$ cat config.mk
export PLATFORM = sky130hd
export DESIGN_NAME = pwm3_gen
export DESIGN_NICKNAME = d
export VERILOG_FILES = /design/src/rtl/pwm3_pkg.sv /design/src/rtl/pwm3_regs.sv /design/src/rtl/pwm3_timebase.sv /design/src/rtl/pwm3_leg.sv /design/src/rtl/pwm3_outstage.sv /design/src/rtl/pwm3_gen.sv
export SDC_FILE = /design/constraint.sdc
export NUM_CORES = 1
export LEC_CHECK = 0
export BUFFER_PORTS_ARGS = -buffer_cell sky130_fd_sc_hd__buf_2
export CAP_MARGIN = 20
export CELL_PAD_IN_SITES_DETAIL_PLACEMENT = 1
export CELL_PAD_IN_SITES_GLOBAL_PLACEMENT = 2
export CORE_MARGIN = 4
export CORE_UTILIZATION = 46
export DETAILED_ROUTE_END_ITERATION = 10
export GPL_ROUTABILITY_DRIVEN = 0
export PLACE_DENSITY_LB_ADDON = 0.1
export SKIP_CTS_REPAIR_TIMING = 1
export SLEW_MARGIN = 20
export SYNTH_ARGS = -nofsm -noshare
export SYNTH_HDL_FRONTEND = slang
export SYNTH_SLANG_ARGS = --single-unit
$ cat constraint.sdc
create_clock -name clk -period 5.6 [get_ports clk]
set_clock_uncertainty 0.05 [all_clocks]
set_input_delay 0.56 -clock clk [delete_from_list [all_inputs] [get_ports clk]]
set_output_delay 0.56 -clock clk [all_outputs]
set_load 0.01 [all_outputs]
$ cat src/rtl/pwm3_pkg.sv
package pwm3_pkg;
  // register addresses
  localparam logic [2:0] ADR_PERIOD = 3'd0;
  localparam logic [2:0] ADR_DUTY_A = 3'd1;
  localparam logic [2:0] ADR_DUTY_B = 3'd2;
  localparam logic [2:0] ADR_DUTY_C = 3'd3;
  localparam logic [2:0] ADR_DEAD   = 3'd4;
  localparam logic [2:0] ADR_CTRL   = 3'd5;
  localparam logic [2:0] ADR_OUTEN  = 3'd6;
  // control field positions
  localparam int CB_RUN  = 0;
  localparam int CB_LOWA = 1;
  localparam int CB_XOV  = 2;
  localparam int NLEG    = 3;
  localparam int NOUT    = 2 * NLEG;
endpackage

$ cat src/rtl/pwm3_regs.sv
module pwm3_regs
  import pwm3_pkg::*;
#(
  parameter int CW  = 8,
  parameter int DTW = 4,
  parameter int DW  = 16
) (
  input  logic                     clk,
  input  logic                     rst_n,
  input  logic                     wr_en,
  input  logic [2:0]               wr_addr,
  input  logic [DW-1:0]            wr_data,
  output logic [CW-1:0]            sh_per,
  output logic [NLEG-1:0][CW-1:0]  sh_duty,
  output logic [DTW-1:0]           sh_dt,
  output logic                     run,
  output logic                     pol,
  output logic [NLEG-1:0]          xov,
  output logic [NOUT-1:0]          oen
);
  logic unused_hi;
  assign unused_hi = ^wr_data[DW-1:CW];

  always_ff @(posedge clk or negedge rst_n) begin
    if (!rst_n) begin
      sh_per  <= '0;
      sh_duty <= '0;
      sh_dt   <= '0;
      run     <= 1'b0;
      pol     <= 1'b0;
      xov     <= '0;
      oen     <= '0;
    end else if (wr_en) begin
      case (wr_addr)
        ADR_PERIOD: sh_per     <= wr_data[CW-1:0];
        ADR_DUTY_A: sh_duty[0] <= wr_data[CW-1:0];
        ADR_DUTY_B: sh_duty[1] <= wr_data[CW-1:0];
        ADR_DUTY_C: sh_duty[2] <= wr_data[CW-1:0];
        ADR_DEAD:   sh_dt      <= wr_data[DTW-1:0];
        ADR_CTRL: begin
          run <= wr_data[CB_RUN];
          pol <= wr_data[CB_LOWA];
          xov <= wr_data[CB_XOV+NLEG-1:CB_XOV];
        end
        ADR_OUTEN:  oen        <= wr_data[NOUT-1:0];
        default: ;
      endcase
    end
  end
endmodule

$ cat src/rtl/pwm3_timebase.sv
module pwm3_timebase
  import pwm3_pkg::*;
#(
  parameter int CW  = 8,
  parameter int DTW = 4,
  localparam int TW = CW + 1
) (
  input  logic                     clk,
  input  logic                     rst_n,
  input  logic                     run,
  input  logic [CW-1:0]            sh_per,
  input  logic [NLEG-1:0][CW-1:0]  sh_duty,
  input  logic [DTW-1:0]           sh_dt,
  output logic [TW-1:0]            tick,
  output logic [CW-1:0]            tri_v,
  output logic [CW-1:0]            act_per,
  output logic [NLEG-1:0][CW-1:0]  act_duty,
  output logic [DTW-1:0]           act_dt,
  output logic                     wrap
);
  // fold the linear tick into an up/down value
  function automatic logic [CW-1:0] fold(input logic [TW-1:0] t, input logic [CW-1:0] p);
    logic [TW-1:0] d;
    if (t <= {1'b0, p}) d = t;
    else                d = {p, 1'b0} - t;
    return d[CW-1:0];
  endfunction

  logic last;
  assign last  = (act_per == '0) || (tick == ({act_per, 1'b0} - TW'(1)));
  assign wrap  = !run || last;
  assign tri_v = fold(tick, act_per);

  always_ff @(posedge clk or negedge rst_n) begin
    if (!rst_n) begin
      tick     <= '0;
      act_per  <= '0;
      act_duty <= '0;
      act_dt   <= '0;
    end else if (wrap) begin
      tick     <= '0;
      act_per  <= sh_per;
      act_duty <= sh_duty;
      act_dt   <= sh_dt;
    end else begin
      tick <= tick + TW'(1);
    end
  end
endmodule

$ cat src/rtl/pwm3_leg.sv
module pwm3_leg #(
  parameter int CW  = 8,
  parameter int DTW = 4
) (
  input  logic           clk,
  input  logic           rst_n,
  input  logic           run,
  input  logic [CW-1:0]  tri_v,
  input  logic [CW-1:0]  per,
  input  logic [CW-1:0]  duty,
  input  logic [DTW-1:0] dt,
  output logic           hi,
  output logic           lo
);
  function automatic logic raw_on(input logic [CW-1:0] t, input logic [CW-1:0] d,
                                  input logic [CW-1:0] p);
    return (d >= p) || (t < d);
  endfunction

  logic [1:0] raw;
  logic [1:0] gated;
  assign raw[0] = raw_on(tri_v, duty, per);
  assign raw[1] = !raw[0];

  for (genvar s = 0; s < 2; s++) begin : g_side
    logic [DTW-1:0] age;
    always_ff @(posedge clk or negedge rst_n) begin
      if (!rst_n)                 age <= '0;
      else if (!run || !raw[s])   age <= '0;
      else if (age != '1)         age <= age + DTW'(1);
    end
    assign gated[s] = raw[s] && (age >= dt);
  end

  assign hi = gated[0];
  assign lo = gated[1];
endmodule

$ cat src/rtl/pwm3_outstage.sv
module pwm3_outstage
  import pwm3_pkg::*;
(
  input  logic            clk,
  input  logic            rst_n,
  input  logic            run,
  input  logic            pol,
  input  logic [NLEG-1:0] xov,
  input  logic [NOUT-1:0] oen,
  input  logic [NLEG-1:0] hi,
  input  logic [NLEG-1:0] lo,
  output logic [NOUT-1:0] pins
);
  logic [NOUT-1:0] act;

  for (genvar i = 0; i < NLEG; i++) begin : g_pair
    logic h_sel, l_sel;
    assign h_sel = xov[i] ? lo[i] : hi[i];
    assign l_sel = xov[i] ? hi[i] : lo[i];
    assign act[2*i]   = run && oen[2*i]   && h_sel;
    assign act[2*i+1] = run && oen[2*i+1] && l_sel;
  end

  always_ff @(posedge clk or negedge rst_n) begin
    if (!rst_n) pins <= '0;
    else        pins <= act ^ {NOUT{pol}};
  end
endmodule

$ cat src/rtl/pwm3_gen.sv
module pwm3_gen
  import pwm3_pkg::*;
#(
  parameter int CW  = 8,
  parameter int DTW = 4,
  parameter int DW  = 16
) (
  input  logic          clk,
  input  logic          rst_n,
  input  logic          wr_en,
  input  logic [2:0]    wr_addr,
  input  logic [DW-1:0] wr_data,
  output logic          hs_a,
  output logic          ls_a,
  output logic          hs_b,
  output logic          ls_b,
  output logic          hs_c,
  output logic          ls_c
);
  localparam int TW = CW + 1;

  logic [CW-1:0]           sh_per, act_per, tri_v;
  logic [NLEG-1:0][CW-1:0] sh_duty, act_duty;
  logic [DTW-1:0]          sh_dt, act_dt;
  logic                    run, pol, wrap_w;
  logic [NLEG-1:0]         xov, hi_w, lo_w;
  logic [NOUT-1:0]         oen, pins;
  logic [TW-1:0]           tick_w;

  pwm3_regs #(.CW(CW), .DTW(DTW), .DW(DW)) u_regs (
    .clk(clk), .rst_n(rst_n), .wr_en(wr_en), .wr_addr(wr_addr), .wr_data(wr_data),
    .sh_per(sh_per), .sh_duty(sh_duty), .sh_dt(sh_dt),
    .run(run), .pol(pol), .xov(xov), .oen(oen)
  );

  pwm3_timebase #(.CW(CW), .DTW(DTW)) u_tb (
    .clk(clk), .rst_n(rst_n), .run(run),
    .sh_per(sh_per), .sh_duty(sh_duty), .sh_dt(sh_dt),
    .tick(tick_w), .tri_v(tri_v), .act_per(act_per),
    .act_duty(act_duty), .act_dt(act_dt), .wrap(wrap_w)
  );

  for (genvar i = 0; i < NLEG; i++) begin : g_leg
    pwm3_leg #(.CW(CW), .DTW(DTW)) u_leg (
      .clk(clk), .rst_n(rst_n), .run(run), .tri_v(tri_v),
      .per(act_per), .duty(act_duty[i]), .dt(act_dt),
      .hi(hi_w[i]), .lo(lo_w[i])
    );
  end

  pwm3_outstage u_out (
    .clk(clk), .rst_n(rst_n), .run(run), .pol(pol), .xov(xov), .oen(oen),
    .hi(hi_w), .lo(lo_w), .pins(pins)
  );

  assign hs_a = pins[0];
  assign ls_a = pins[1];
  assign hs_b = pins[2];
  assign ls_b = pins[3];
  assign hs_c = pins[4];
  assign ls_c = pins[5];
endmodule

# Yosys cells after proc, flatten, opt, wreduce, memory -nomap -nowiden

Index checks and enable logic that the tools add are counted.

Input bits: 22
Output and inout bits: 6
Register bits after elaboration: 122
Word-level logic and storage cells: 126

Reductions and logical operators: 48
Equality and inequality tests: 13
Magnitude comparators: 13
Muxes and demuxes: 20
$add $sub $neg: 9
Bitwise operators: 1

Operator list:

| kind                                             | count |
|---|---|
| 2-to-1 mux 4 bit                                 | 12 |
| adder 4 x 1 -> 4 bit, second input constant      | 6 |
| greater-or-equal comparator 4 bit                | 6 |
| greater-or-equal comparator 8 bit                | 3 |
| less-than comparator 8 bit                       | 3 |
| inequality test 4 bit, second input constant     | 6 |
| logical AND 1 bit                                | 18 |
| AND reduction 2 bit                              | 7 |
| nonzero test 2 bit                               | 6 |
| logical OR 1 bit                                 | 11 |
| adder 9 x 1 -> 9 bit, second input constant      | 1 |
| == test 3 bit, second input constant             | 3 |
| == test 9 bit                                    | 1 |
| <= comparator 9 x 8 -> 1 bit                     | 1 |
| 2-to-1 mux 9 bit                                 | 1 |
| subtractor 9 x 1 -> 9 bit, second input constant | 1 |
| logical NOT 8 bit                                | 1 |
| 2-to-1 mux 8 bit                                 | 1 |
| subtractor 8 bit                                 | 1 |
| == test 3 x 2 -> 1 bit, second input constant    | 2 |
| 2-to-1 mux 1 bit                                 | 6 |
| XOR 6 bit                                        | 1 |
| logical NOT 1 bit                                | 4 |
| == test 3 x 1 -> 1 bit, second input constant    | 1 |
| logical NOT 3 bit                                | 1 |

# Longest topological paths before layout

Gate-level depths: netlist (run 1).

Depth in word-level cells: 9
Gate-level depth with buffers: 18
Mapped depth without buffers: 17

# By module

A second synthesis (run 1) with hierarchy kept.

Cell total of the unflattened synthesis: 685
Area total of the unflattened synthesis: 7674.9 um^2

By module, submodules not included:

| module        | instances | sequential area each (um^2) | cells each | area each (um^2) |
|---|---|---|---|---|
| pwm3_leg      | 3         | 200.2                       | 108        | 954.7 |
| pwm3_timebase | 1         | 1126.1                      | 231        | 2698.8 |
| pwm3_regs     | 1         | 1176.1                      | 105        | 1808.0 |
| pwm3_outstage | 1         | 150.1                       | 25         | 304.0 |

# Least setup slack after synthesis (run 1)

No wires, ideal clock.

Path type: flip-flop to flip-flop
Start point: register u_tb.act_per[2]
End point: register u_out.pins[0]
Period minus slack after synthesis: 3748 ps
Cell stages (with the launch flop): 19
Setup slack: 1852 ps
Library setup time: 80 ps
Buffers on the path: 1
Arrival time: 3618 ps
Data required time: 5470 ps
Path through: dfrtp_1 -> inv_1 -> ha_1 -> a21o_1 -> a21o_1 -> a211oi_1 -> o21ai_0 -> a21oi_1 -> clkbuf_1 -> nor2_1 -> xor2_1 -> ha_1 -> and4_1 -> o21ai_0 -> a21oi_1 -> o21ai_0 -> a41oi_1 -> mux2i_1 -> xor2_1

Word-level cells in the longest chain between the ends: 9
Elaborated cells between the ends (all ways): 12
Classes of those cells: 1 x add/sub; 3 x order compare; 2 x mux; 1 x bitwise; 5 x reduce/logical

Ends and longest elaborated chain:

| item                                                             | RTL line                                 | text |
|---|---|---|
| from (decl)                                                      | pwm3_timebase.sv:16                      | `output logic [CW-1:0] act_per,` |
| from (signal assigned)                                           | pwm3_timebase.sv:42                      | `act_per <= sh_per;` |
| subtractor 8 bit or <= comparator 9 x 8 -> 1 bit (tied branches) | pwm3_timebase.sv:25, pwm3_timebase.sv:24 |  |
| 2-to-1 mux 8 bit                                                 | pwm3_timebase.sv:24                      | `if (t <= {1'b0, p}) d = t;` |
| less-than comparator 8 bit                                       | pwm3_leg.sv:17                           | `return (d >= p) \|\| (t < d);` |
| logical OR 1 bit *                                               | pwm3_leg.sv:17                           |  |
| logical NOT 1 bit                                                | pwm3_leg.sv:23                           | `assign raw[1] = !raw[0];` |
| logical AND 1 bit                                                | pwm3_leg.sv:32                           | `assign gated[s] = raw[s] && (age >= dt);` |
| 2-to-1 mux 1 bit *                                               | pwm3_outstage.sv:18                      | `assign h_sel = xov[i] ? lo[i] : hi[i];` |
| logical AND 1 bit *                                              | pwm3_outstage.sv:20                      | `assign act[2*i] = run && oen[2*i] && h_sel;` |
| XOR 6 bit *                                                      | pwm3_outstage.sv:26                      | `else pins <= act ^ {NOUT{pol}};` |
| to (signal assigned)                                             | pwm3_outstage.sv:26                      |  |
| to (decl)                                                        | pwm3_outstage.sv:12                      | `output logic [NOUT-1:0] pins` |

Mark *: on every way between the ends. The rest lies on a longest branch, timed or not.
A chain may end at the register's enable or synchronous reset.

# Worst setup path in the final report (run 1)

Start point: register u_tb.act_per[2]
End point: register g_leg[0].u_leg.g_side[1].age[2]

Word-level cells in the longest chain between the ends: 6
Elaborated cells between the ends (all ways): 9
Classes of those cells: 1 x add/sub; 3 x order compare; 2 x mux; 3 x reduce/logical

Ends and longest elaborated chain:

| item                                                             | RTL line                                 | text |
|---|---|---|
| subtractor 8 bit or <= comparator 9 x 8 -> 1 bit (tied branches) | pwm3_timebase.sv:25, pwm3_timebase.sv:24 |  |
| 2-to-1 mux 8 bit                                                 | pwm3_timebase.sv:24                      |  |
| less-than comparator 8 bit                                       | pwm3_leg.sv:17                           |  |
| logical OR 1 bit *                                               | pwm3_leg.sv:17                           |  |
| logical OR 1 bit *                                               | pwm3_leg.sv:29                           | `else if (!run \|\| !raw[s]) age <= '0;` |
| 2-to-1 mux 4 bit or nonzero test 2 bit (tied branches)           | --                                       |  |
| to (signal assigned)                                             | pwm3_leg.sv:30                           | `else if (age != '1) age <= age + DTW'(1);` |
| to (decl)                                                        | pwm3_leg.sv:26                           | `logic [DTW-1:0] age;` |

Marked as above.

==> results.yml, run 1 <==
status:
  status: "finished clean"
power:
  leakagePower_nw: 4.03
  p_per_area_mw_per_mm2: 481
  ir_drop_mv: 0.271
timing:
  finalHoldViolCount: 0
  relSlewSlack_pct: 36.3
  timing.final.crit_share_pct: 82.2
  period_needed_ns: 4.61
  tightest_slew_ns: 0.951
  drv_slew: 0
  finalSetupViolations: 0
  fmax_mhz: 217
  tns_ns: 0
  rsz0062_at_grt: "no"
clock_tree:
  cts_tree: "built"
  cts_buffers: 17
  path_clk_slew_ns: 0.06
  worstSkewPairLatency_ns: 0.42
  cts.sinks: 122
  cts_max_path_buffers: 2
  cts-htree-levels: 4
  clockRootBuffer: "clkbuf_16"
detailed_routing:
  drt_iter0_drc: 155
  ant_nets: 0
  wl_um: 18100
  drt_first_pass_iters: 4
  remaining_drc_errors: 0
  drt-wirelength-per-cell_um: 19.4
  vias: 5189
  viasPerCell: 5.57
logic_synthesis:
  ys_seq_area_share_pct: 41.0
  async_reset_ff_share_pct: 100
  yosys_most_used_dff: "dfrtp_1"
  synth_nets: 789
  syn_inst: 673
  yosysUniqueCellTypes: 47
  synth_area_mm2: 0.00744
  ys_ff_latch: 122
  yosysWarnings: 0
  synth_edf_count: 0
  postSynthAreaPerCell_um2: 11.1
critical_path:
  regToRegEndpoint: "g_leg[0].u_leg.g_side[1].age[2]"
  setup.worst_path.end: "g_leg[0].u_leg.g_side[1].age[2]"
  crit_type: "reg2reg"
  r2r-start: "u_tb.act_per[2]"
  cpMostUsedCell: "o21ai_0"
  timing.critical_path.from: "u_tb.act_per[2]"
  required_ns: 5.89
  critPathArrivalTime_ns: 4.89
  crit_path_start_kind: "flip-flop"
  r2r.worst_path.cells: 17
  path_max_fanout: 11
  r2r_slack_ns: 0.99
  end_kind: "flip-flop"
  path_cells: "inv_1 > ha_1 > a21o_1 > a21o_1 > a211oi_1 > o21ai_0 > a21oi_1 > buf_4 > mux2_2 > ha_1 > and4_1 > o21ai_0 > a21oi_1 > o21ai_0 > a41oi_1 > nand2_1 > nor3_1"
  crit_path_max_incr_delay_ns: 0.57
  slowest_stage: "a41oi_1"
finish:
  fill_cells: 1743
  multi_input_area_mm2: 0.00406
  design_area_mm2: 0.00830
  seq_area_mm2: 0.00305
  num-nets-final: 818
  drive_above_1_share_pct: 20.0
  num_antenna_cells: 0
  area_growth_pct: 11.6
floorplan:
  std_cell_rows: 46
  die_x_um: 135
  fp.dieH_um: 135
  dieArea_mm2: 0.0183
  core_area_mm2: 0.0159
  initial_utilization_pct: 46.8
  io_pins: 28
grt:
  grt_max_degree: 77
  antenna_found_initial: 0
  grt_pass1_wl_um: 30000
  grt_pass1_vias: 5830
  grt_overflow_total: 0
  track_usage_pct: 21.2
min_path:
  hold_path.class: "in2async"
placed_design:
  io_buffers: 19
  postPlaceCellArea_mm2: 0.00772
  hpwl_um: 13400
flow_run:
  cap_violations: 0
-- cells in the mapped netlist (9+ instances only) --
library cell | n | area share [%]
nand4_1 | 14 | 1.2
nor2_1 | 46 | 2.3
nand3_1 | 22 | 1.5
mux2_4 | 28 | 5.6
xnor2_1 | 26 | 3.1
nor3_1 | 16 | 1.1
dfrtp_1 | 122 | 41
a21oi_1 | 33 | 2.2
nand2_1 | 22 | 1.1
ha_1 | 93 | 16
mux2_2 | 52 | 7.9
mux2i_1 | 13 | 1.7
o21ai_0 | 20 | 1.3
nand4b_1 | 9 | 1.1
inv_1 | 59 | 3.0
xor2_1 | 11 | 1.3
-- worst max-delay path, delay by kind of cell (launching register included) --
kind | cells | cell delay (ns)
mux | 1 | 0.40
flops | 1 | 0.50
fa+ha+maj | 2 | 0.69
simple gates | 3 | 0.71
buf+inv | 2 | 0.42
compound gates | 9 | 1.74
-- cells in the final DEF (no fill, tap or decap), drive strengths merged, types with 2 or more instances in the layout --
| cell type | Yosys | routed |
|---|---|---|
| a211oi | 2 | 2 |
| or2 | 3 | 3 |
| clkbuf | 7 | 17 |
| and3 | 9 | 9 |
| inv | 59 | 68 |
| and4 | 2 | 2 |
| nand2b | 5 | 5 |
| xor2 | 11 | 11 |
| o21a | 4 | 4 |
| nor2 | 47 | 47 |
| a21o | 8 | 8 |
| a31oi | 6 | 6 |
| a21boi | 6 | 6 |
| o31ai | 2 | 2 |
| o21ai | 20 | 20 |
| nor3b | 8 | 8 |
| a21oi | 33 | 33 |
| ha | 93 | 93 |
| nor3 | 17 | 17 |
| mux2i | 13 | 13 |
| clkinv | 0 | 4 |
| o211ai | 4 | 4 |
| nand2 | 22 | 22 |
| mux2 | 80 | 80 |
| nor2b | 4 | 4 |
| o2bb2ai | 2 | 2 |
| nor4 | 2 | 2 |
| nand4 | 14 | 14 |
| nand4b | 9 | 9 |
| xnor2 | 26 | 26 |
| nand3 | 22 | 22 |
| buf | 5 | 22 |
| dfrtp | 122 | 122 |
-- logic make-up (layout without fill, tap and decap cells) --
kind of cell / after synthesis / in the layout / share of synthesized area (%)
and+or+nand+nor: 167 / 167 / 11.8
DFF: 122 / 122 / 41.0
adders and majority gates: 94 / 94 / 15.9
muxes: 93 / 93 / 15.3
AOI/OAI and AO/OA: 89 / 89 / 7.16
buffers and inverters: 71 / 113 / 4.49
xor gates and xnor gates: 37 / 37 / 4.36
-- sequential cells by signal (all words and copies together) (netlist names) --
register	cells
u_regs.run	1
u_tb.act_duty	24
u_tb.act_per	8
u_tb.act_dt	4
u_regs.sh_dt	4
u_regs.sh_duty	24
u_regs.pol	1
u_regs.xov	3
u_tb.tick	9
u_out.pins	6
u_regs.oen	6
g_leg.u_leg.g_side.age	24
u_regs.sh_per	8
-- metal layers --
metal,up-vias,routed length (um),global-route usage (%)
li1,2454,-,-
met1,2654,8280,27.5
met2,60,9020,36.1
met3,21,507,3.86
met4,0,257,6.61
met5,-,0,0
-- worst min-delay path by stage --
stage | start | to | slack, ns
floorplan | rst_n | g_leg[0].u_leg.g_side[0].age[0] | 0.21
global placement | u_regs.sh_per[6] | u_tb.act_per[6] | 0.43
detailed placement | u_regs.sh_per[6] | u_regs.sh_per[6] | 0.44
CTS | rst_n | u_tb.act_per[2] | 0.11
global route | rst_n | u_tb.act_per[2] | 0.15
finish | rst_n | u_tb.act_per[2] | 0.1
-- final cells by class --
class / instances / area share (%)
sequential: 122 / 36.8
clock inverter: 15 / 1.81
inverter: 59 / 2.67
tap: 216 / 3.25
multi-input combinational: 480 / 48.9
timing repair buffer: 22 / 1.49
clock buffer: 17 / 5.12
-- metrics by stage --
step,hold slack [ns],std cells,total power (W),setup WS (ns),utilization [%]
2_1_floorplan,0.214,673,0.00246,1.85,-
3_3_place_gp,0.434,899,0.00276,1.21,48.6
3_5_place_dp,0.443,899,0.00293,1.05,48.6
4_1_cts,0.107,931,0.00404,0.984,52.3
5_1_grt,0.145,931,0.00431,0.689,52.3
6_report,0.0968,931,0.00399,0.995,52.3
-- where the power goes --
| group | internal (W) | leakage (nW) | switching (W) |
|---|---|---|---|
| logic | 0.000736 | 2.22 | 0.000820 |
| clock network | 0.000625 | 0.282 | 0.000447 |
| registers | 0.00111 | 1.52 | 0.000253 |
| total | 0.00247 | 4.03 | 0.00152 |
No activity file was read; power rests on OpenSTA's default activity.
==> inputs of run 2 (changes only) <==
Settings changed: ABC_AREA from default to 1, CORE_UTILIZATION 46 to 34.
Clock period 5.6 ns to 3.7 ns, I/O delays scaled along.
==> run 2 against run 1 <==
  * Die area rose by 35%
  * Total power rose by 59%
  * Non-clock buffer count rose by 31
  * Critical endpoint is now u_out.pins[5]
  * Largest power group unchanged
==> results.yml, run 2 <==
status:
  status: "finished clean"
min_path:
  hold_path.class: "in2async"
power:
  pwr-share-seq_pct: 30.0
  comb_power_share_pct: 41.7
  p_int_w: 0.00378
  ir_drop_mv: 0.372
  p_per_area_mw_per_mm2: 724
  p_sw_share_pct: 40.5
  p_clk_share_pct: 28.4
  power_switching_w: 0.00257
  leakagePower_nw: 4.56
timing:
  finalSetupViolations: 0
  hold_ws_ns: 0.00870
  period_needed_ns: 3.32
  finalHoldViolCount: 0
  drv_slew: 0
  tightest_slew_ns: 0.955
  fmax_mhz: 301
  relSlewSlack_pct: 36.4
  tns_ns: 0
  timing.final.crit_share_pct: 89.8
clock_tree:
  worstSkewPairLatency_ns: 0.43
  path_clk_slew_ns: 0.06
  clockRootBuffer: "clkbuf_16"
  cts.sinks: 122
  cts-htree-levels: 4
  cts_tree: "built"
  cts_buffers: 17
  cts_max_path_buffers: 2
detailed_routing:
  vias: 6429
  drt_first_pass_iters: 5
  drt_iter0_drc: 274
  wl_um: 21800
  viasPerCell: 5.05
  ant_nets: 0
  drt-wirelength-per-cell_um: 17.1
  remaining_drc_errors: 0
critical_path:
  slowest_stage: "dfrtp_1"
  end_kind: "flip-flop"
  crit_path_max_incr_delay_ns: 0.38
  path_cells: "buf_4 > ha_1 > nand2_1 > o21ai_0 > nand2_1 > o2111ai_1 > nand2_1 > buf_6 > nand2_1 > o21ai_1 > buf_4 > ha_1 > nand2_1 > inv_1 > nand2_1 > nand2_1 > nand2_1 > nand2_1 > nand3_1 > nand2_1 > nand3_1 > nand2_1 > nand2_1"
  cpMostUsedCell: "nand2_1"
  path_max_fanout: 13
  required_ns: 3.97
  r2r_slack_ns: 0.38
  crit_type: "reg2reg"
  crit_buf_inv: 4
  critPathArrivalTime_ns: 3.59
  crit_family: "simple AND/OR/NAND/NOR gates"
  crit_path_start_kind: "flip-flop"
finish:
  num-nets-final: 1098
  num_antenna_cells: 0
  drive_above_1_share_pct: 9.15
  design_area_mm2: 0.00877
  final_common_cell: "nand2_1"
  largest_registers: "g_leg.u_leg.g_side.age (24), u_regs.sh_duty (24), u_tb.act_duty (24)"
  area_growth_pct: 16.5
  final_core_util_pct: 40.2
  fill_cells: 2614
  stdcell_count: 1274
  mostFrequentLayoutCells: "nand2_1, dfrtp_1, inv_1"
logic_synthesis:
  yosysTopAreaCellShare_pct: 40.5
  yosys_most_used_dff: "dfrtp_1"
  synthTopCellsByArea: "dfrtp_1, ha_1, nand2_1"
  synth_edf_count: 0
  async_reset_ff_share_pct: 100
  synth_nets: 1049
  yosysUniqueCellTypes: 24
  syn_inst: 933
  ys_seq_area_share_pct: 40.5
  yosysWarnings: 0
  synth_area_mm2: 0.00753
  synth_area_leader_cell: "dfrtp_1"
  yosys-top-cells-count: "nand2_1, dfrtp_1, inv_1, ha_1, o21ai_0"
  postSynthAreaPerCell_um2: 8.07
  ys_ff_latch: 122
  synth.most_common_cell: "nand2_1"
placed_design:
  dp.cells: 1240
  hpwl_um: 16300
  postPlaceCellArea_mm2: 0.00809
  io_buffers: 19
grt:
  antenna_found_initial: 0
  grt_pass1_wl_um: 36100
  grt_overflow_total: 0
  grt_pass1_vias: 6947
  grt_max_degree: 69
  track_usage_pct: 18.8
floorplan:
  std_cell_rows: 54
  initial_utilization_pct: 34.5
  core_area_mm2: 0.0218
  dieArea_mm2: 0.0246
  io_pins: 28
  die_x_um: 157
  fp.dieH_um: 157
flow_run:
  cap_violations: 0
## run 2: cell count changes after synthesis, sizes merged, moves of 14 or more
cell,before,now
nand4,14,57
mux2,80,0
a21oi,33,55
nand3,22,49
inv,59,108
o21ai,20,60
xnor2,26,12
nand2,22,271
## run 2: layout make-up
class / instances / area, um^2 / area share (%)
clock buffer: 18 / 439 / 5.01
clock inverter: 13 / 193 / 2.20
inverter: 108 / 405 / 4.62
multi-input combinational: 680 / 3960 / 45.1
sequential: 122 / 3060 / 34.9
tap: 280 / 350 / 3.99
timing repair buffer: 53 / 369 / 4.21
## run 2: metrics by stage
step | total power (W) | setup slack [ns]
final | 0.00635 | 0.379
after global routing | 0.00693 | -0.00986
after CTS | 0.00641 | 0.185
after detailed placement | 0.00456 | 0.222
after global placement | 0.00437 | 0.211
after floorplan | 0.00359 | 0.779
## run 2: final timing paths
kind                       depth (start not counted)               from                  to
max                                               23       u_tb.tick[3]       u_out.pins[5]
min reg2reg                                        2  u_regs.sh_duty[9]    u_tb.act_duty[9]
max reg2reg                                       23       u_tb.tick[3]       u_out.pins[5]
max in group asynchronous                          2              rst_n    u_regs.sh_per[5]
min in group clk                                   3         wr_data[7]  u_regs.sh_duty[15]
min                                                1              rst_n        u_tb.tick[0]
## run 2: cell families (layout without fill, tap and decap cells)
family,count (synthesis),after routing,synth area share (%)
AO/OA/AOI/OAI,123,123,8.46
XOR/XNOR,32,32,3.72
adder cells (fa/ha/maj),94,94,15.7
buffers and inverters,131,192,6.99
flip-flops,122,122,40.5
AND/OR/NAND/NOR,431,431,24.6
## run 2: routing by layer
layer	vias up	global-route usage, %	share of wire (%)
met5	-	0	0
met4	0	4.13	1.1
met3	15	3.62	2.6
met2	60	30.6	47
met1	3147	26.0	49
li1	3207	-	-
## run 2: power groups by stage
stage	sequential [W]	combinational, W	clock, W
3_3_place_gp	0.00191	0.00246	0
6_report	0.00190	0.00265	0.00180
4_1_cts	0.00190	0.00266	0.00184
5_1_grt	0.00194	0.00308	0.00191
2_1_floorplan	0.00182	0.00177	0
3_5_place_dp	0.00193	0.00264	0
